[config.mk]
export PLATFORM = sky130hd
export DESIGN_NAME = nv_read_seq_detect
export DESIGN_NICKNAME = d
export VERILOG_FILES = /design/src/rtl/nvseq_pkg.sv /design/src/rtl/seq_strobe_sample.sv /design/src/rtl/seq_key_match.sv /design/src/rtl/seq_step_fsm.sv /design/src/rtl/nv_read_seq_detect.sv
export SDC_FILE = /design/constraint.sdc
export NUM_CORES = 1
export LEC_CHECK = 0
export BUFFER_PORTS_ARGS = -buffer_cell sky130_fd_sc_hd__buf_2
export CAP_MARGIN = 20
export CORE_ASPECT_RATIO = 0.5
export CORE_MARGIN = 4
export CORE_UTILIZATION = 40
export CTS_CLUSTER_SIZE = 8
export DETAILED_ROUTE_END_ITERATION = 12
export MAX_ROUTING_LAYER = met4
export PLACE_DENSITY = 0.72
export SLEW_MARGIN = 5
export SYNTH_ARGS = -nofsm -noshare
export SYNTH_HDL_FRONTEND = slang
export SYNTH_SLANG_ARGS = --single-unit
[constraint.sdc]
create_clock -name clk -period 2.1 [get_ports clk]
set_clock_uncertainty 0.05 [all_clocks]
set_input_delay 0.21 -clock clk [delete_from_list [all_inputs] [get_ports clk]]
set_output_delay 0.21 -clock clk [all_outputs]
set_load 0.02 [all_outputs]
[src/rtl/nvseq_pkg.sv]
package nvseq_pkg;

  localparam int SEQ_ADDR_W = 15;
  localparam int SEQ_IGN_LSB = 2;
  localparam int SEQ_PRE_N = 5;

  typedef enum logic [1:0] {
    NVC_STORE  = 2'd0,
    NVC_RECALL = 2'd1,
    NVC_AS_OFF = 2'd2,
    NVC_AS_ON  = 2'd3
  } nv_cmd_e;

  function automatic logic [SEQ_ADDR_W-1:0] unlock_key(input int idx);
    case (idx)
      0:       unlock_key = 15'h0E38;
      1:       unlock_key = 15'h31C7;
      2:       unlock_key = 15'h03E0;
      3:       unlock_key = 15'h3C1F;
      default: unlock_key = 15'h303F;
    endcase
  endfunction

  localparam logic [SEQ_ADDR_W-1:0] SEL_STORE  = 15'h0FC0;
  localparam logic [SEQ_ADDR_W-1:0] SEL_RECALL = 15'h0C63;
  localparam logic [SEQ_ADDR_W-1:0] SEL_ASAVE  = 15'h0B44;

endpackage

[src/rtl/seq_strobe_sample.sv]
module seq_strobe_sample #(
  parameter int ADDR_W = 15
) (
  input  logic              clk,
  input  logic              rst_n,
  input  logic [ADDR_W-1:0] addr,
  input  logic              ce_n,
  input  logic              oe_n,
  input  logic              we_n,
  input  logic              ignore,
  output logic              rd_done,
  output logic              wr_seen,
  output logic [ADDR_W-1:0] rd_addr
);

  logic              rd_act;
  logic              wr_act;
  logic              rd_act_q;
  logic [ADDR_W-1:0] addr_q;

  assign rd_act = !ce_n && !oe_n && we_n;
  assign wr_act = !ce_n && !we_n;

  always_ff @(posedge clk or negedge rst_n) begin
    if (!rst_n) begin
      rd_act_q <= 1'b0;
      addr_q   <= '0;
    end else begin
      rd_act_q <= rd_act;
      if (rd_act) begin
        addr_q <= addr;
      end
    end
  end

  assign rd_done = rd_act_q && !rd_act && !wr_act && !ignore;
  assign wr_seen = wr_act && !ignore;
  assign rd_addr = addr_q;

endmodule

[src/rtl/seq_key_match.sv]
module seq_key_match
  import nvseq_pkg::*;
#(
  parameter int ADDR_W  = SEQ_ADDR_W,
  parameter int IGN_LSB = SEQ_IGN_LSB,
  parameter int PRE_N   = SEQ_PRE_N,
  localparam int STEP_W = $clog2(PRE_N + 1)
) (
  input  logic [STEP_W-1:0] step,
  input  logic [ADDR_W-1:0] addr,
  output logic              hit_step,
  output logic              hit_first,
  output logic              fin_valid,
  output nv_cmd_e           fin_code
);

  logic [PRE_N-1:0]          pre_hit;
  logic [ADDR_W-1:IGN_LSB]   hi;
  logic [IGN_LSB-1:0]        lo;

  assign hi = addr[ADDR_W-1:IGN_LSB];
  assign lo = addr[IGN_LSB-1:0];

  for (genvar g = 0; g < PRE_N; g++) begin : g_pre
    localparam logic [ADDR_W-1:0] KEY = unlock_key(g);
    assign pre_hit[g] = (hi == KEY[ADDR_W-1:IGN_LSB]);
  end

  assign hit_first = pre_hit[0];

  always_comb begin
    hit_step = 1'b0;
    for (int i = 0; i < PRE_N; i++) begin
      if (step == STEP_W'(i)) begin
        hit_step = pre_hit[i];
      end
    end
  end

  always_comb begin
    fin_valid = 1'b0;
    fin_code  = NVC_STORE;
    if (hi == SEL_STORE[ADDR_W-1:IGN_LSB]) begin
      fin_valid = 1'b1;
      fin_code  = NVC_STORE;
    end else if (hi == SEL_RECALL[ADDR_W-1:IGN_LSB]) begin
      fin_valid = 1'b1;
      fin_code  = NVC_RECALL;
    end else if (hi == SEL_ASAVE[ADDR_W-1:IGN_LSB]) begin
      if (lo == IGN_LSB'(1)) begin
        fin_valid = 1'b1;
        fin_code  = NVC_AS_OFF;
      end else if (lo == IGN_LSB'(2)) begin
        fin_valid = 1'b1;
        fin_code  = NVC_AS_ON;
      end
    end
  end

endmodule

[src/rtl/seq_step_fsm.sv]
module seq_step_fsm
  import nvseq_pkg::*;
#(
  parameter int PRE_N = SEQ_PRE_N,
  localparam int STEP_W = $clog2(PRE_N + 1)
) (
  input  logic              clk,
  input  logic              rst_n,
  input  logic              rd_done,
  input  logic              wr_seen,
  input  logic              hit_step,
  input  logic              hit_first,
  input  logic              fin_valid,
  input  nv_cmd_e           fin_code,
  input  logic              done,
  output logic [STEP_W-1:0] step,
  output logic              fire,
  output nv_cmd_e           kind,
  output logic              lock
);

  localparam logic [STEP_W-1:0] LAST = STEP_W'(PRE_N);

  logic [STEP_W-1:0] step_n;
  logic              fire_n;
  nv_cmd_e           kind_n;
  logic              lock_n;
  logic [STEP_W-1:0] restart;

  assign restart = hit_first ? STEP_W'(1) : '0;

  always_comb begin
    step_n = step;
    fire_n = 1'b0;
    kind_n = kind;
    lock_n = lock;
    if (done) begin
      step_n = '0;
      lock_n = 1'b0;
    end else if (!lock) begin
      if (wr_seen) begin
        step_n = '0;
      end else if (rd_done) begin
        if (step == LAST) begin
          if (fin_valid) begin
            fire_n = 1'b1;
            kind_n = fin_code;
            step_n = '0;
            lock_n = (fin_code == NVC_STORE) || (fin_code == NVC_RECALL);
          end else begin
            step_n = restart;
          end
        end else if (hit_step) begin
          step_n = step + STEP_W'(1);
        end else begin
          step_n = restart;
        end
      end
    end
  end

  always_ff @(posedge clk or negedge rst_n) begin
    if (!rst_n) begin
      step <= '0;
      fire <= 1'b0;
      kind <= NVC_STORE;
      lock <= 1'b0;
    end else begin
      step <= step_n;
      fire <= fire_n;
      kind <= kind_n;
      lock <= lock_n;
    end
  end

endmodule

[src/rtl/nv_read_seq_detect.sv]
module nv_read_seq_detect
  import nvseq_pkg::*;
#(
  parameter int ADDR_W  = SEQ_ADDR_W,
  parameter int IGN_LSB = SEQ_IGN_LSB,
  parameter int PRE_N   = SEQ_PRE_N
) (
  input  logic              clk,
  input  logic              rst_n,
  input  logic [ADDR_W-1:0] mem_addr,
  input  logic              mem_ce_n,
  input  logic              mem_oe_n,
  input  logic              mem_we_n,
  input  logic              ctl_busy,
  input  logic              ctl_done,
  output logic              cmd_fire,
  output logic [1:0]        cmd_kind,
  output logic              dq_float
);

  localparam int STEP_W = $clog2(PRE_N + 1);

  logic              rd_done;
  logic              wr_seen;
  logic [ADDR_W-1:0] rd_addr;
  logic [STEP_W-1:0] step;
  logic              hit_step;
  logic              hit_first;
  logic              fin_valid;
  nv_cmd_e           fin_code;
  nv_cmd_e           kind;
  logic              lock;

  seq_strobe_sample #(.ADDR_W(ADDR_W)) u_sample (
    .clk     (clk),
    .rst_n   (rst_n),
    .addr    (mem_addr),
    .ce_n    (mem_ce_n),
    .oe_n    (mem_oe_n),
    .we_n    (mem_we_n),
    .ignore  (ctl_busy || lock),
    .rd_done (rd_done),
    .wr_seen (wr_seen),
    .rd_addr (rd_addr)
  );

  seq_key_match #(.ADDR_W(ADDR_W), .IGN_LSB(IGN_LSB), .PRE_N(PRE_N)) u_match (
    .step      (step),
    .addr      (rd_addr),
    .hit_step  (hit_step),
    .hit_first (hit_first),
    .fin_valid (fin_valid),
    .fin_code  (fin_code)
  );

  seq_step_fsm #(.PRE_N(PRE_N)) u_fsm (
    .clk       (clk),
    .rst_n     (rst_n),
    .rd_done   (rd_done),
    .wr_seen   (wr_seen),
    .hit_step  (hit_step),
    .hit_first (hit_first),
    .fin_valid (fin_valid),
    .fin_code  (fin_code),
    .done      (ctl_done),
    .step      (step),
    .fire      (cmd_fire),
    .kind      (kind),
    .lock      (lock)
  );

  assign cmd_kind = kind;
  assign dq_float = lock;

endmodule

==> impl_metrics.env <==
export IMPL_outcome="completed"
export IMPL_synth_edf_count=0
export IMPL_grt_pass1_wl_mm=4.305
export IMPL_antenna_cells=0
export IMPL_power_density_mw_per_mm2=626.7
export IMPL_final_util_pct=59.46
export IMPL_fin_nets=184
export IMPL_yosysWarnings=0
export IMPL_io_buffer_count=25
export IMPL_routed_wirelength_mm=2.764
export IMPL_worst_hold_path_type="in -> reg"
export IMPL_hold_viol=0
export IMPL_period_share_pct=94.52
export IMPL_cts_sinks=23
export IMPL_min_path_cells=2
export IMPL_async_flop_share_pct=100.0
export IMPL_r2r_setup_slack_ns=0.12
export IMPL_drive_above_1_share_pct=49.68
export IMPL_num_vias=1034
export IMPL_netlist_area_mm2=0.001236
export IMPL_worstHoldStart="ctl_done"
export IMPL_first_pass_iters=4
export IMPL_die_area_mm2=0.004098
export IMPL_yosys_most_used_dff="dfrtp_1"
export IMPL_ant_nets=0
export IMPL_synth_cell_types=33
export IMPL_die_w_um=86.62
export IMPL_yosysMostFrequentCell="dfrtp_1"
export IMPL_clk_pin_slew_worst_paths_ns=0.08
export IMPL_arrival_ns=2.10
export IMPL_clkLatencyLatePin_ns=0.27
export IMPL_cts_buffer_depth=2
export IMPL_synth_top_cell_by_area="dfrtp_1"
export IMPL_grt_use_total_pct=13.91
export IMPL_clockRootBuffer="clkbuf_8"
export IMPL_drv_cap=0
export IMPL_ys_seq_area_share_pct=46.56
export IMPL_tritoncts="built"
export IMPL_syn_nets=142
export IMPL_grt_max_degree=24
export IMPL_crit_type="reg -> reg"
export IMPL_rsz0062_at_grt="yes"
export IMPL_htree_levels=1
export IMPL_pre_cts_ws_ns=-0.04593
export IMPL_power_leakage_nw=0.7123
export IMPL_core_mm2=0.002765
export IMPL_start_util_pct=44.71
export IMPL_crit_path_end_kind="register"
export IMPL_reg2reg_from="u_sample.rd_addr[5]"
export IMPL_ir_drop_v=0.0003447
export IMPL_synth_cells=114
export IMPL_min_period_ns=1.985
export IMPL_grt_pass1_vias=992
export IMPL_path_max_fanout=4
export IMPL_syn2layout_area_growth_pct=33.00
export IMPL_antenna_found_initial=0
export IMPL_drtIter0Drc=73
export IMPL_worstMarginPinSlew_ns=0.5261
export IMPL_dpl_hpwl_mm=1.958
export IMPL_routedWlPerCell_um=14.40
export IMPL_die_height_um=47.31
export IMPL_ys_top_cells_by_area="dfrtp_1 47%, mux2_2 14%, ha_1 6.1%, nand2_1 3.6%, o21ai_0 2.4%"
export IMPL_startpoint_type="register"
export IMPL_ios=26
export IMPL_synth_top_cell_area_share_pct=46.56
export IMPL_rr_endpoint="u_fsm.kind[0]"
export IMPL_maxSlewHeadroom_pct=64.66
export IMPL_drcViolationCount=0
export IMPL_yosys_top_cells_count="23 x dfrtp_1, 15 x mux2_2, 12 x nand2_1"
export IMPL_vias_per_cell=5.385
export IMPL_syn_area_per_cell_um2=10.84
export IMPL_rows=13
export IMPL_grt_ovfl_total=0
export IMPL_fmax_mhz=503.8
export IMPL_setup_viol=0
export IMPL_hold_end="u_fsm.lock"
export IMPL_final_max_slew_violation_count=0
export IMPL_r2r_cells=5
export IMPL_numCtsBuffers=3
export IMPL_place_congestion=0.8852
export IMPL_setup_ws_ns=0.1151
export IMPL_crit_required_ns=2.21
export IMPL_ys_ff_latch=23
==> cell families after synthesis <==
kind of cell,count (synthesis),share of synthesized area (%)
adder cells (fa/ha/maj),6,6.073
AO/OA/AOI/OAI,18,10.43
buffers and inverters,8,2.429
flip-flops,23,46.56
multiplexers,15,13.66
AND/OR/NAND/NOR,44,20.85
==> stage by stage <==
stage               cells  setup TNS (ns)  power, mW  hold slack [ns]  area, µm²
floorplan             114               0     0.6459          -0.1356       1236
global placement      184               0     0.7234           0.1516       1471
detailed placement    184        -0.04593     0.7298           0.1655       1471
CTS                   189               0      1.008          0.09705       1531
global route          192        -0.01269      1.089           0.1120       1644
finish                192               0      1.030           0.1072       1644
==> sequential cells by signal, summed over array words and instances, names as in the netlist <==
signal             count
u_sample.rd_addr      15
u_fsm.kind             2
u_fsm.step             3
u_fsm.fire             1
u_sample.rd_act_q      1
u_fsm.lock             1
==> layout make-up <==
cell class / instances / area (µm²)
repair buffers: 38 / 225.2
clock buffers: 4 / 45.04
multi-input cells: 83 / 724.4
well taps: 37 / 46.29
inverters: 7 / 26.28
flip-flops and latches: 23 / 576.8
fillers: 227 / 1121
==> timing repair <==
item                                    CTS  global route
endpoints found under the hold margin    23             0
pin swaps                                 0             7
gates resized for setup                   1            18
endpoints found under the setup margin    1             4
buffers inserted                          0             3
hold buffers                              1             0
==> worst max-delay path: stages, from the launching register on <==
cell and delay [ns]:
dfrtp_1 0.42, or3b_4 0.43, nor3b_2 0.27, o21ai_1 0.19
a21oi_2 0.19, mux2_2 0.34
==> worst max path at each step <==
stage	from	end	slack (ns)	cells past startpoint
finish	u_sample.rd_addr[5]	u_fsm.kind[0]	0.12	5
global route	u_sample.rd_addr[2]	u_fsm.step[2]	-0.01	7
CTS	u_sample.rd_addr[10]	u_fsm.kind[0]	0.0007	6
detailed placement	u_sample.rd_addr[8]	u_fsm.kind[0]	-0.05	5
global placement	u_sample.rd_addr[8]	u_fsm.kind[0]	0.04	5
floorplan	u_fsm.step[0]	u_fsm.step[0]	0.16	7
==> metal layers <==
layer / track usage (%) / vias to the layer above / routed length [µm] / part of all wire, %
met5: - / - / 0 / 0
met4: 3.416 / 0 / 32 / 1.2
met3: 3.853 / 6 / 140 / 5.1
met2: 22.64 / 25 / 1260 / 46
met1: 17.50 / 503 / 1330 / 48
li1: - / 500 / - / -
==> power by group <==
group          internal (mW)  switching [mW]  total (mW)  leakage, nW
logic                  0.116          0.0835       0.199        0.402
registers              0.498          0.0576       0.555        0.288
clock network          0.136           0.140       0.276       0.0228
total                  0.749           0.281        1.03        0.712
==> cells in the final DEF, fill, tap and decap left out, types with 3 or more instances in the layout <==
cell      count
buf_2        25
dfrtp_1      22
mux2_2       15
nand2_1      12
buf_4        12
nor2_1        7
inv_1         6
o21ai_0       5
ha_1          5
nor3b_2       3
nand4_1       3
nor3_1        3
clkbuf_8      3
No activity file was read; power rests on OpenSTA's default activity.
